## config.mk

```make
export PLATFORM = sky130hd
export DESIGN_NAME = bar_bank
export DESIGN_NICKNAME = d
export VERILOG_FILES = /design/src/rtl/bar_pkg.sv /design/src/rtl/bar_slot.sv /design/src/rtl/bar_match.sv /design/src/rtl/bar_bank.sv
export SDC_FILE = /design/constraint.sdc
export NUM_CORES = 1
export LEC_CHECK = 0
export CAP_MARGIN = 15
export CORE_UTILIZATION = 37
export DETAILED_ROUTE_END_ITERATION = 12
export GPL_ROUTABILITY_DRIVEN = 1
export PLACE_DENSITY = 0.62
export SLEW_MARGIN = 10
export SYNTH_ARGS = -nofsm -noshare
export SYNTH_HDL_FRONTEND = slang
export SYNTH_SLANG_ARGS = --single-unit
```

## constraint.sdc

```tcl
create_clock -name clk -period 9.75 [get_ports clk]
set_clock_uncertainty 0.2 [all_clocks]
set_input_delay 1.95 -clock clk [delete_from_list [all_inputs] [get_ports clk]]
set_output_delay 1.95 -clock clk [all_outputs]
set_load 0.02 [all_outputs]
```

## src/rtl/bar_pkg.sv

```systemverilog
package bar_pkg;
  localparam int NSLOT  = 6;
  localparam int LOG2_W = 6;
  localparam int MIN_LOG2 = 7;

  typedef logic [NSLOT-1:0]             slot_vec_t;
  typedef logic [NSLOT-1:0][LOG2_W-1:0] slot_log2_t;

  function automatic bit is_low64(int s, slot_vec_t en, slot_vec_t is64);
    return (s % 2 == 0) && (s < NSLOT - 1) && en[s] && is64[s];
  endfunction

  function automatic bit is_high64(int s, slot_vec_t en, slot_vec_t is64);
    return (s % 2 == 1) && is_low64(s - 1, en, is64);
  endfunction

  function automatic logic [63:0] win_mask(int lg);
    int e;
    e = (lg < MIN_LOG2) ? MIN_LOG2 : lg;
    return ~64'd0 << e;
  endfunction

  function automatic logic [31:0] slot_wmask(int s, slot_vec_t en, slot_vec_t is64,
                                             slot_log2_t lg);
    logic [63:0] m;
    if (is_high64(s, en, is64)) begin
      m = win_mask(int'(lg[s-1]));
      return m[63:32];
    end
    if (!en[s]) return 32'd0;
    m = win_mask(int'(lg[s]));
    return m[31:0];
  endfunction

  function automatic logic [31:0] slot_ro(int s, slot_vec_t en, slot_vec_t is64,
                                          slot_vec_t pref);
    if (is_high64(s, en, is64) || !en[s]) return 32'd0;
    return {28'd0, pref[s], is_low64(s, en, is64) ? 2'b10 : 2'b00, 1'b0};
  endfunction
endpackage

```

## src/rtl/bar_slot.sv

```systemverilog
module bar_slot #(
  parameter logic [31:0] WMASK = 32'hFFFF_FF80
) (
  input  logic        clk,
  input  logic        rst_n,
  input  logic        wr_en,
  input  logic [31:0] wdata,
  input  logic [3:0]  be,
  output logic [31:0] q
);
  logic [31:0] lane_m;
  logic [31:0] q_nx;

  always_comb begin
    for (int k = 0; k < 4; k++) lane_m[8*k +: 8] = {8{be[k]}};
    lane_m = lane_m & WMASK;
    q_nx   = (q & ~lane_m) | (wdata & lane_m);
  end

  always_ff @(posedge clk or negedge rst_n) begin
    if (!rst_n)     q <= '0;
    else if (wr_en) q <= q_nx;
  end

  p_idle_hold_r1: assert property (@(posedge clk) disable iff (!rst_n)
    !wr_en |=> $stable(q));
  p_lane_keep_r7: assert property (@(posedge clk) disable iff (!rst_n)
    wr_en |=> ((q & ~$past(lane_m)) == ($past(q) & ~$past(lane_m))));
  p_lane_take_r4: assert property (@(posedge clk) disable iff (!rst_n)
    wr_en |=> ((q & $past(lane_m)) == ($past(wdata) & $past(lane_m))));
endmodule

```

## src/rtl/bar_match.sv

```systemverilog
module bar_match #(
  parameter logic [63:0] CMASK = 64'hFFFF_FFFF_FFFF_FF80
) (
  input  logic        dec_en,
  input  logic [63:0] base,
  input  logic [63:0] addr,
  output logic        hit
);
  always_comb hit = dec_en && ((addr & CMASK) == (base & CMASK));
endmodule

```

## src/rtl/bar_bank.sv

```systemverilog
module bar_bank
  import bar_pkg::*;
#(
  parameter int         CFG_AW    = 12,
  parameter slot_vec_t  SLOT_EN   = 6'b010101,
  parameter slot_vec_t  SLOT_IS64 = 6'b000001,
  parameter slot_vec_t  SLOT_PREF = 6'b010001,
  parameter slot_log2_t SLOT_LOG2 = {6'd0, 6'd20, 6'd0, 6'd4, 6'd0, 6'd12}
) (
  input  logic              clk,
  input  logic              rst_n,
  input  logic              cfg_wr_en,
  input  logic [CFG_AW-1:0] cfg_addr,
  input  logic [31:0]       cfg_wdata,
  input  logic [3:0]        cfg_be,
  output logic [31:0]       cfg_rdata,
  input  logic              mem_space_en,
  input  logic [63:0]       req_addr,
  output logic [NSLOT-1:0]  bar_hit
);
  localparam int DW_W = CFG_AW - 2;
  localparam logic [DW_W-1:0] BAR_DW0 = DW_W'(4);

  logic [DW_W-1:0]  dw;
  logic [DW_W-1:0]  rel;
  logic             in_win;
  logic [31:0]      q   [NSLOT];
  logic [31:0]      rdv [NSLOT];
  logic [NSLOT-1:0] wsel;

  always_comb begin
    dw     = cfg_addr[CFG_AW-1:2];
    rel    = dw - BAR_DW0;
    in_win = (dw >= BAR_DW0) && (rel < DW_W'(NSLOT));
  end

  for (genvar s = 0; s < NSLOT; s++) begin : g_slot
    localparam logic [31:0] WM = slot_wmask(s, SLOT_EN, SLOT_IS64, SLOT_LOG2);
    localparam logic [31:0] RO = slot_ro(s, SLOT_EN, SLOT_IS64, SLOT_PREF);

    assign wsel[s] = cfg_wr_en && in_win && (rel == DW_W'(s));

    bar_slot #(.WMASK(WM)) u_slot (
      .clk(clk), .rst_n(rst_n), .wr_en(wsel[s]),
      .wdata(cfg_wdata), .be(cfg_be), .q(q[s]));

    assign rdv[s] = q[s] | RO;

    if (is_low64(s, SLOT_EN, SLOT_IS64)) begin : g_w64
      localparam logic [63:0] CM = win_mask(int'(SLOT_LOG2[s]));
      bar_match #(.CMASK(CM)) u_match (
        .dec_en(mem_space_en), .base({q[s+1], q[s]}),
        .addr(req_addr), .hit(bar_hit[s]));
    end else if (SLOT_EN[s] && !is_high64(s, SLOT_EN, SLOT_IS64)) begin : g_w32
      localparam logic [63:0] WMF = win_mask(int'(SLOT_LOG2[s]));
      localparam logic [63:0] CM  = {32'hFFFF_FFFF, WMF[31:0]};
      bar_match #(.CMASK(CM)) u_match (
        .dec_en(mem_space_en), .base({32'd0, q[s]}),
        .addr(req_addr), .hit(bar_hit[s]));
    end else begin : g_none
      assign bar_hit[s] = 1'b0;
    end
  end

  always_comb begin
    cfg_rdata = '0;
    for (int s = 0; s < NSLOT; s++)
      if (in_win && rel == DW_W'(s)) cfg_rdata = rdv[s];
  end

  p_dec_off_r10: assert property (@(posedge clk) disable iff (!rst_n)
    !mem_space_en |-> (bar_hit == '0));
  p_outside_zero_r1: assert property (@(posedge clk) disable iff (!rst_n)
    !in_win |-> (cfg_rdata == 32'd0));
  p_wsel_single_r1: assert property (@(posedge clk) disable iff (!rst_n)
    $onehot0(wsel));
  p_unused_zero_r5: assert property (@(posedge clk) disable iff (!rst_n)
    (in_win && rel == DW_W'(3)) |-> (cfg_rdata == 32'd0));
endmodule

```

==> qor.txt, run 1 <==
Skew-Pair Late Insertion Delay: 0.34 ns
Initial Util: 38.44%
CP Launch Type: primary input
Num Clock Sinks: 89
antenna cells: 0
total power: 847.9 µW
most common cell after layout, fill and taps aside: clkdlybuf4s50_1
die area: 15830 µm²
sequential share of the synthesized area: 39.27%
DR pass1 iterations: 5
Placed Cells: 837
Area contributors post-synth: dfrtp_1 (39%), mux2_2 (17%), xnor2_1 (7.1%), xor2_1 (5.9%), nand3_1 (2.4%)
Core Box Area: 14750 µm²
Setup crit start: cfg_addr[2]
CP dominant cell by count: clkdlybuf4s50_1
fillers: 1327
HP Class: reg -> reg
post-DR wirelength/cell: 22.84 µm
CTS root buf: clkbuf_16
CP delay by family, top: buffers and inverters
Slew Limit Fails: 0
Worst path max stage delay: 1.10 ns
Post-Syn Area: 5672 µm²
CTS tree: yes
layout cells sized above 1: 18.83%
initial antenna violation count: 0
Post-CTS Hold Buffers: 0
Post-synth EDFFs: 0
largest net degree at the start of global routing: 65
all-layer global routing usage: 25.16%
CP Cell Sequence: clkdlybuf4s50_1, nor2_1, a22o_1, nand3_1, a21oi_1, clkdlybuf4s50_1
Post-synth ARST share: 100.0%
fin nets: 783
total CTS buffers: 9
top_reg_cell synth: dfrtp_1
power density cells: 112.1 nW/µm²
RSZ-0062 raised after global routing: no
post-synthesis cell type count: 47
Fin. Hold Viols: 0
Post-DP Area: 7261 µm²
deepest level of the CTS H-tree: 3
initial drt markers: 490
WP buf/inv: 2
Mapped Cells: 526
WP data required: 7.60 ns
Critical Path AT: 5.33 ns
Slew headroom: 26.54%
Ports: 154
num rows: 44
# port buffers: 141
wire length on met2: 9.239 mm
CP endpoint kind: output pin
Non-Filler Instances: 853
first-pass GRT wire length: 29.85 mm
yosys warns: 0
setup tns final: 0 ns
multi-input logic area: 3278 µm²
setup bufs post-CTS: 0
Finished Cell Area: 7566 µm²
top sig layer: met4
final WL: 19.48 mm
register bit total from synthesis: 89
Yosys top cell by area: dfrtp_1
Mean Syn Cell Area: 10.78 µm²
status: finished clean
Worst Tran Pin Value: 1.098 ns
vias in the first global route: 5165
Placer Congestion: 0.8999
via density per instance: 5.882
peak supply drop: 0.00007873 V
slowest CP cell: nor2_1
Tcrit/Tclk final: 76.74%
Die X: 125.8 µm
final hold slack: 0.3469 ns
CP max FO: 22
HPWL Detailed: 14.74 mm
post-CTS sizing: 0
count of final setup violators: 0
leakage: 3.170 nW
maximum clock rate: 133.7 MHz
GRT overflow: 0
post-route ant nets: 0
clock-pin transition on the worst setup and hold timing paths: 0.07 ns
post-synth top area share: 39.27%
CTS Buffer Depth: 2
Final min period: 7.482 ns
commonest cells after routing, fill and taps aside: clkdlybuf4s50_1 (140), dfrtp_1 (89), mux2_2 (88)
Die H: 125.8 µm
Met1 Routed Length: 8.324 mm
metal3 WL: 1.430 mm
area delta synth->final: 33.40%
DRC Markers: 0
kind of critical path: in -> out
Max Cap Violations: 0
via count: 5017
register area: 2227 µm²
kinds of logic after synthesis:
group	synth area share, %
buf+inv	3.176
simple gates	16.55
mux	17.67
other cells	0.06612
fa+ha+maj	0.6619
flops	39.27
compound gates	9.641
xor+xnor	12.97
per-layer routing:
metal,global-route usage [%],vias to the layer above
met5,0,-
li1,-,2230
met2,41.08,250
met4,8.930,0
met1,34.07,2500
met3,3.696,37
power by group:
group | switching (mW) | internal [mW]
sequential | 0.00138 | 0.370
combinational | 0.0639 | 0.0560
clock | 0.150 | 0.206
total | 0.215 | 0.632
layout make-up:
cell class | count | share of cell area [%]
clock inverters | 6 | 0.8765
well taps | 184 | 3.043
clock buffers | 10 | 3.159
flip-flops and latches | 89 | 29.44
repair buffers | 151 | 19.61
multi-input cells | 402 | 43.33
inverters | 11 | 0.5457
cells in the mapped netlist (3+ instances only):
cell,n
a21oi_1,13
a222oi_1,9
a22o_1,11
a22oi_1,16
and4_1,7
buf_4,6
clkbuf_1,17
dfrtp_1,89
ha_1,3
inv_1,11
mux2_2,88
nand2_1,22
nand3_1,27
nand4_1,13
nor2_1,21
nor2b_1,4
nor3_1,9
nor3_4,4
nor4_1,19
nor4_4,6
o2111ai_1,3
o21ai_0,13
or3_1,4
xnor2_1,46
xor2_1,38
path summary, 6_finish.rpt:
kind | slack, ns | depth (start not counted) | to
min in group asynchronous | 1.31 | 1 | asynchronous set/reset pin
max in group asynchronous | 6.90 | 2 | asynchronous set/reset pin
hold reg to reg | 0.35 | 1 | flop
setup reg to reg | 8.71 | 1 | flop
setup / recovery | 2.27 | 6 | cfg_rdata[20]
hold / removal | 0.35 | 1 | flop
metrics by stage:
| stage | setup WS [ns] | utilization [%] |
|---|---|---|
| final | 2.268 | 51.28 |
| after CTS | 2.328 | 51.28 |
| after global placement | 2.379 | 49.21 |
| after floorplan | 3.450 | - |
| after detailed placement | 2.352 | 49.21 |
| after global routing | 2.119 | 51.28 |
Power figures use the tool's default switching activity.
==> inputs of run 2 (changes only) <==
--- a/config.mk
+++ b/config.mk
@@ -9,7 +9,7 @@
 export CORE_UTILIZATION = 37
 export DETAILED_ROUTE_END_ITERATION = 12
 export GPL_ROUTABILITY_DRIVEN = 1
-export PLACE_DENSITY = 0.62
+export PLACE_DENSITY = 0.64
 export SLEW_MARGIN = 10
 export SYNTH_ARGS = -nofsm -noshare
 export SYNTH_HDL_FRONTEND = slang
==> constraint.sdc (replaced) <==
create_clock -name clk -period 6.3 [get_ports clk]
set_clock_uncertainty 0.2 [all_clocks]
set_input_delay 1.26 -clock clk [delete_from_list [all_inputs] [get_ports clk]]
set_output_delay 1.26 -clock clk [all_outputs]
set_load 0.02 [all_outputs]
==> run 2 against run 1 <==
  * Non-clock buffer count up 4
  * Highest routed layer unchanged
  * Global-route usage down 0.24 points
  * Combinational power up 56%
  * Die area did not move
  * Power up 57%
  * Routed wire length decreased by 0.61%
  * Core utilization up 0.24 points
  * First-iteration DRC count shrank 13%
  * Sequential power increased by 55%
==> qor.txt, run 2 (synthesized netlist as in run 1, its figures left out) <==
net switching power figure: 323.1 µW (+50%)
count of final setup violators: 0 (unchanged)
vias in the first global route: 5103 (-1.2%)
Slew headroom: 44.87% (+18 points)
initial antenna violation count: 0 (unchanged)
Tcrit/Tclk final: 93.30%
CTS Buffer Depth: 2 (unchanged)
Initial Util: 38.44% (unchanged)
RSZ-0062 raised after global routing: no
DRC Markers: 0 (unchanged)
Max Cap Violations: 0 (unchanged)
Skew-Pair Late Insertion Delay: 0.34 ns (about the same)
num rows: 44 (unchanged)
GRT overflow: 0 (unchanged)
combinational power share: 14.0% (about the same)
Critical Path AT: 4.42 ns (-0.91 ns)
most common cell after layout, fill and taps aside: clkdlybuf4s50_1
Post-CTS Hold Buffers: 0 (unchanged)
HPWL Detailed: 14.90 mm (+1.1%)
via count: 5007 (-0.20%)
commonest cells after routing, fill and taps aside: clkdlybuf4s50_1 (140), dfrtp_1 (89), mux2_2 (88)
clock-pin transition on the worst setup and hold timing paths: 0.06 ns (about the same)
CTS tree: yes
fillers: 1328 (+0.075%)
CP endpoint kind: output pin
WP data required: 4.84 ns (-2.76 ns)
Setup WS pre-CTS: 0.4497 ns (-1.903 ns)
setup ws final: 0.4220 ns (-1.846 ns)
post-CTS sizing: 0 (unchanged)
status: finished clean
CP Launch Type: primary input
all-layer global routing usage: 24.92% (-0.24 points)
post-DR wirelength/cell: 22.62 µm (-0.95%)
antenna cells: 0 (unchanged)
Seq pwr share: 43.3% (-0.5 points)
maximum clock rate: 170.1 MHz
fin nets: 787 (+0.51%)
CTS root buf: clkbuf_16
Worst Tran Pin Value: 0.8270 ns (-0.2709 ns)
deepest level of the CTS H-tree: 3 (unchanged)
setup tns final: 0 ns (unchanged)
via density per instance: 5.849 (-0.55%)
Sw Ratio: 24.29% (-1.1 points)
Die H: 125.8 µm (unchanged)
kind of critical path: in -> out
post-route ant nets: 0 (unchanged)
initial drt markers: 426 (-13%)
Slew Limit Fails: 0 (unchanged)
HP Class: reg -> reg
layout cells sized above 1: 19.05% (+0.21 points)
Num Clock Sinks: 89 (unchanged)
Ports: 154 (unchanged)
Die X: 125.8 µm (unchanged)
peak supply drop: 0.0001072 V (+36%)
total CTS buffers: 9 (unchanged)
first-pass GRT wire length: 29.33 mm (-1.8%)
CP max FO: 11 (-50%)
Final min period: 5.878 ns
clock share of power: 42.7% (+0.7 points)
die area: 15830 µm² (unchanged)
final WL: 19.36 mm (-0.61%)
largest net degree at the start of global routing: 66 (+1.5%)
setup bufs post-CTS: 0 (unchanged)
Fin. Hold Viols: 0 (unchanged)
Placer Congestion: 0.8798 (-2.2%)
power density cells: 175.0 nW/µm² (+56%)
DR pass1 iterations: 5 (unchanged)
P_int: 1.007 mW (+59%)
area delta synth->final: 34.02%
Core Box Area: 14750 µm² (unchanged)
leakage: 3.197 nW (+0.85%)
# port buffers: 141 (unchanged)
## run 2: per-stage QoR
step,utilization [%],power (mW),area [µm²],cells,hold slack (ns)
2_1_floorplan,-,0.6465,5679,528,0.3023
3_3_place_gp,49.41,0.7692,7291,841,0.3169
3_5_place_dp,49.41,0.7704,7291,841,0.3235
4_1_cts,51.52,1.334,7601,856,0.3381
5_1_grt,51.52,1.372,7601,856,0.3749
6_report,51.52,1.330,7601,856,0.3416
## run 2: routing by layer
layer / GRT usage (%) / up-vias / wire (µm)
met4: 14.10 / 0 / 896
met3: 3.271 / 53 / 1138
met2: 40.23 / 233 / 9125
met1: 32.37 / 2477 / 8204
li1: - / 2244 / -
met5: 0 / - / 0
## run 2: final cells by class
class / count / area, µm² / area share [%]
Inverter: 11 / 41.29 / 0.5432
Tap cell: 184 / 230.2 / 3.029
Sequential cell: 89 / 2227 / 29.30
Clock inverter: 5 / 81.33 / 1.070
Clock buffer: 10 / 229.0 / 3.012
Multi-Input combinational cell: 402 / 3278 / 43.13
Timing Repair Buffer: 155 / 1514 / 19.92
## run 2: power by group through the flow
stage                     combinational [mW]  sequential, mW  clock (mW)
final                                  0.187           0.575       0.568
after floorplan                       0.0609           0.586           0
after CTS                              0.186           0.575       0.573
after detailed placement               0.184           0.586           0
after global routing                   0.198           0.575       0.599
after global placement                 0.183           0.586           0
## run 2: path summary, 6_finish.rpt
kind	start	endpoint	slack, ns	cells after the start
hold reg to reg	flop	flop	0.34	1
setup reg to reg	flop	flop	5.25	1
hold / removal	flop	flop	0.34	1
max in group asynchronous	rst_n	asynchronous set/reset pin	4.15	2
min in group asynchronous	rst_n	asynchronous set/reset pin	0.61	1
setup / recovery	cfg_addr[4]	cfg_rdata[20]	0.42	9
## run 2: critical path: stages
cell	delay, ns
clkdlybuf4s50_1	0.59
inv_1	0.09
ha_1	0.27
o41a_1	0.51
or4_1	0.51
nor4_1	0.26
buf_4	0.25
a21oi_1	0.10
clkdlybuf4s50_1	0.56
==> inputs of run 3 (changes only) <==
--- a/config.mk
+++ b/config.mk
@@ -10,6 +10,8 @@
 export DETAILED_ROUTE_END_ITERATION = 12
 export GPL_ROUTABILITY_DRIVEN = 1
 export PLACE_DENSITY = 0.64
+export REMOVE_ABC_BUFFERS = 1
+export SKIP_LAST_GASP = 1
 export SLEW_MARGIN = 10
 export SYNTH_ARGS = -nofsm -noshare
 export SYNTH_HDL_FRONTEND = slang
==> run 3 against run 2 <==
  * Register-to-register slack hardly changed
  * Setup slack worse by 0.025 ns
  * Core utilization is 0.25 points higher
  * Routed wire length is 1.4% lower
  * Critical path type unchanged
==> qor.txt, run 3 (synthesized netlist as in run 1, its figures left out) <==
status: finished clean
Placer Congestion: 0.8821 (+0.26%)
Post-DP Area: 7297 µm² (about the same)
initial drt markers: 454 (+6.6%)
final hold slack: 0.3389 ns (-0.002733 ns)
largest net degree at the start of global routing: 87 (+32%)
Setup crit start: cfg_addr[4]
Reg2Reg Setup Slack: 5.26 ns (about the same)
Ports: 154 (unchanged)
Critical Path Sink: cfg_rdata[23]
Setup WS pre-CTS: 0.4196 ns (-0.03004 ns)
# port buffers: 141 (unchanged)
initial antenna violation count: 0 (unchanged)
RSZ-0062 raised after global routing: no
peak supply drop: 0.0001426 V (+33%)
CP max FO: 11 (unchanged)
post-DR wirelength/cell: 22.25 µm (-1.7%)
GRT overflow: 0 (unchanged)
Die X: 125.8 µm (unchanged)
count of final setup violators: 0 (unchanged)
layout cells sized above 1: 19.58% (+0.54 points)
CP Launch Type: primary input
post-CTS sizing: 0 (unchanged)
kind of critical path: in -> out
HP Class: reg -> reg
Finished Cell Area: 7639 µm² (+0.49%)
antenna cells: 0 (unchanged)
post-route ant nets: 0 (unchanged)
die area: 15830 µm² (unchanged)
CTS tree: yes
CP endpoint kind: output pin
via count: 4943 (-1.3%)
HPWL Detailed: 14.50 mm (-2.6%)
Tcrit/Tclk final: 93.70% (+0.40 points)
Core Box Area: 14750 µm² (unchanged)
Slew headroom: 38.05% (-6.8 points)
Post-CTS Hold Buffers: 0 (unchanged)
area delta synth->final: 34.68%
Placed Cells: 841 (unchanged)
all-layer global routing usage: 24.27% (-0.65 points)
fillers: 1325 (-0.23%)
Initial Util: 38.44% (unchanged)
total CTS buffers: 9 (unchanged)
Die H: 125.8 µm (unchanged)
Max Cap Violations: 0 (unchanged)
CTS root buf: clkbuf_16
deepest level of the CTS H-tree: 3 (unchanged)
setup ws final: 0.3968 ns (-0.02522 ns)
clock-pin transition on the worst setup and hold timing paths: 0.06 ns (about the same)
num rows: 44 (unchanged)
DRC Markers: 0 (unchanged)
Skew-Pair Late Insertion Delay: 0.35 ns (about the same)
power density cells: 174.9 nW/µm² (about the same)
maximum clock rate: 169.4 MHz (-0.43%)
Slew Limit Fails: 0 (unchanged)
multi-input logic area: 3284 µm² (+0.19%)
fin nets: 788 (+0.13%)
setup bufs post-CTS: 0 (unchanged)
Final min period: 5.903 ns (+0.02522 ns)
commonest cells after routing, fill and taps aside: clkdlybuf4s50_1 (140), dfrtp_1 (89), mux2_2 (88)
Non-Filler Instances: 858 (+0.23%)
Critical Path AT: 4.44 ns (+0.02 ns)
first-pass GRT wire length: 28.72 mm (-2.1%)
register area: 2227 µm² (unchanged)
Worst Tran Pin Value: 0.9221 ns (+0.09508 ns)
Fin. Hold Viols: 0 (unchanged)
leakage: 3.218 nW (+0.65%)
Num Clock Sinks: 89 (unchanged)
total power: 1.336 mW (+0.46%)
WP data required: 4.84 ns (about the same)
via density per instance: 5.761 (-1.5%)
CTS Buffer Depth: 2 (unchanged)
most common cell after layout, fill and taps aside: clkdlybuf4s50_1
cells on worst reg2reg path: 1 (unchanged)
DR pass1 iterations: 6 (+1)
final WL: 19.09 mm (-1.4%)
vias in the first global route: 4986 (-2.3%)
## run 3: cell count changes in the layout (fill, tap and decap cells not counted)
| cell | change |
|---|---|
| clkinvlp_4 | -1 |
| bufinv_16 | -1 |
| buf_16 | +1 |
| nor4_2 | +1 |
| inv_6 | +2 |
| clkbuf_1 | -1 |
| nor4_1 | -1 |
| clkbuf_8 | +2 |
## run 3: worst min path at each step
stage,slack [ns],cells past startpoint,endpoint,from
2_1_floorplan,0.30,1,flop,flop
3_3_place_gp,0.33,1,flop,flop
3_5_place_dp,0.33,1,flop,flop
4_1_cts,0.34,1,flop,flop
5_1_grt,0.36,1,flop,flop
6_report,0.34,1,flop,flop
## run 3: where the power goes
group	switching [mW]	internal (mW)	total, mW
Combinational	0.0988	0.0902	0.189
Sequential	0.00204	0.573	0.575
Clock	0.240	0.332	0.572
Total	0.341	0.996	1.34
## run 3: critical path, stage by stage
cell             delay, ns
clkdlybuf4s50_1       0.59
inv_1                 0.11
ha_1                  0.28
o41a_1                0.50
or4_1                 0.51
nor4_2                0.26
buf_4                 0.26
a21oi_1               0.10
clkdlybuf4s50_1       0.57
## run 3: metal layers
layer	part of all wire, %	up-vias	track usage (%)
met1	44	2488	33.08
met5	0	-	0
met2	48	193	39.35
li1	-	2232	-
met4	2.4	0	9.284
met3	5.4	30	3.186
## run 3: final cells by class
class	count	area share, %
Tap cell	184	3.014
Clock buffer	11	3.309
Clock inverter	5	0.8026
Timing Repair Buffer	156	20.18
Sequential cell	89	29.16
Multi-Input combinational cell	402	43.00
Inverter	11	0.5405
## run 3: through the flow
step	TNS, ns	util, %
4_1_cts	0	51.59
3_3_place_gp	0	49.46
5_1_grt	0	51.77
3_5_place_dp	0	49.46
2_1_floorplan	-3.651	-
6_report	0	51.77
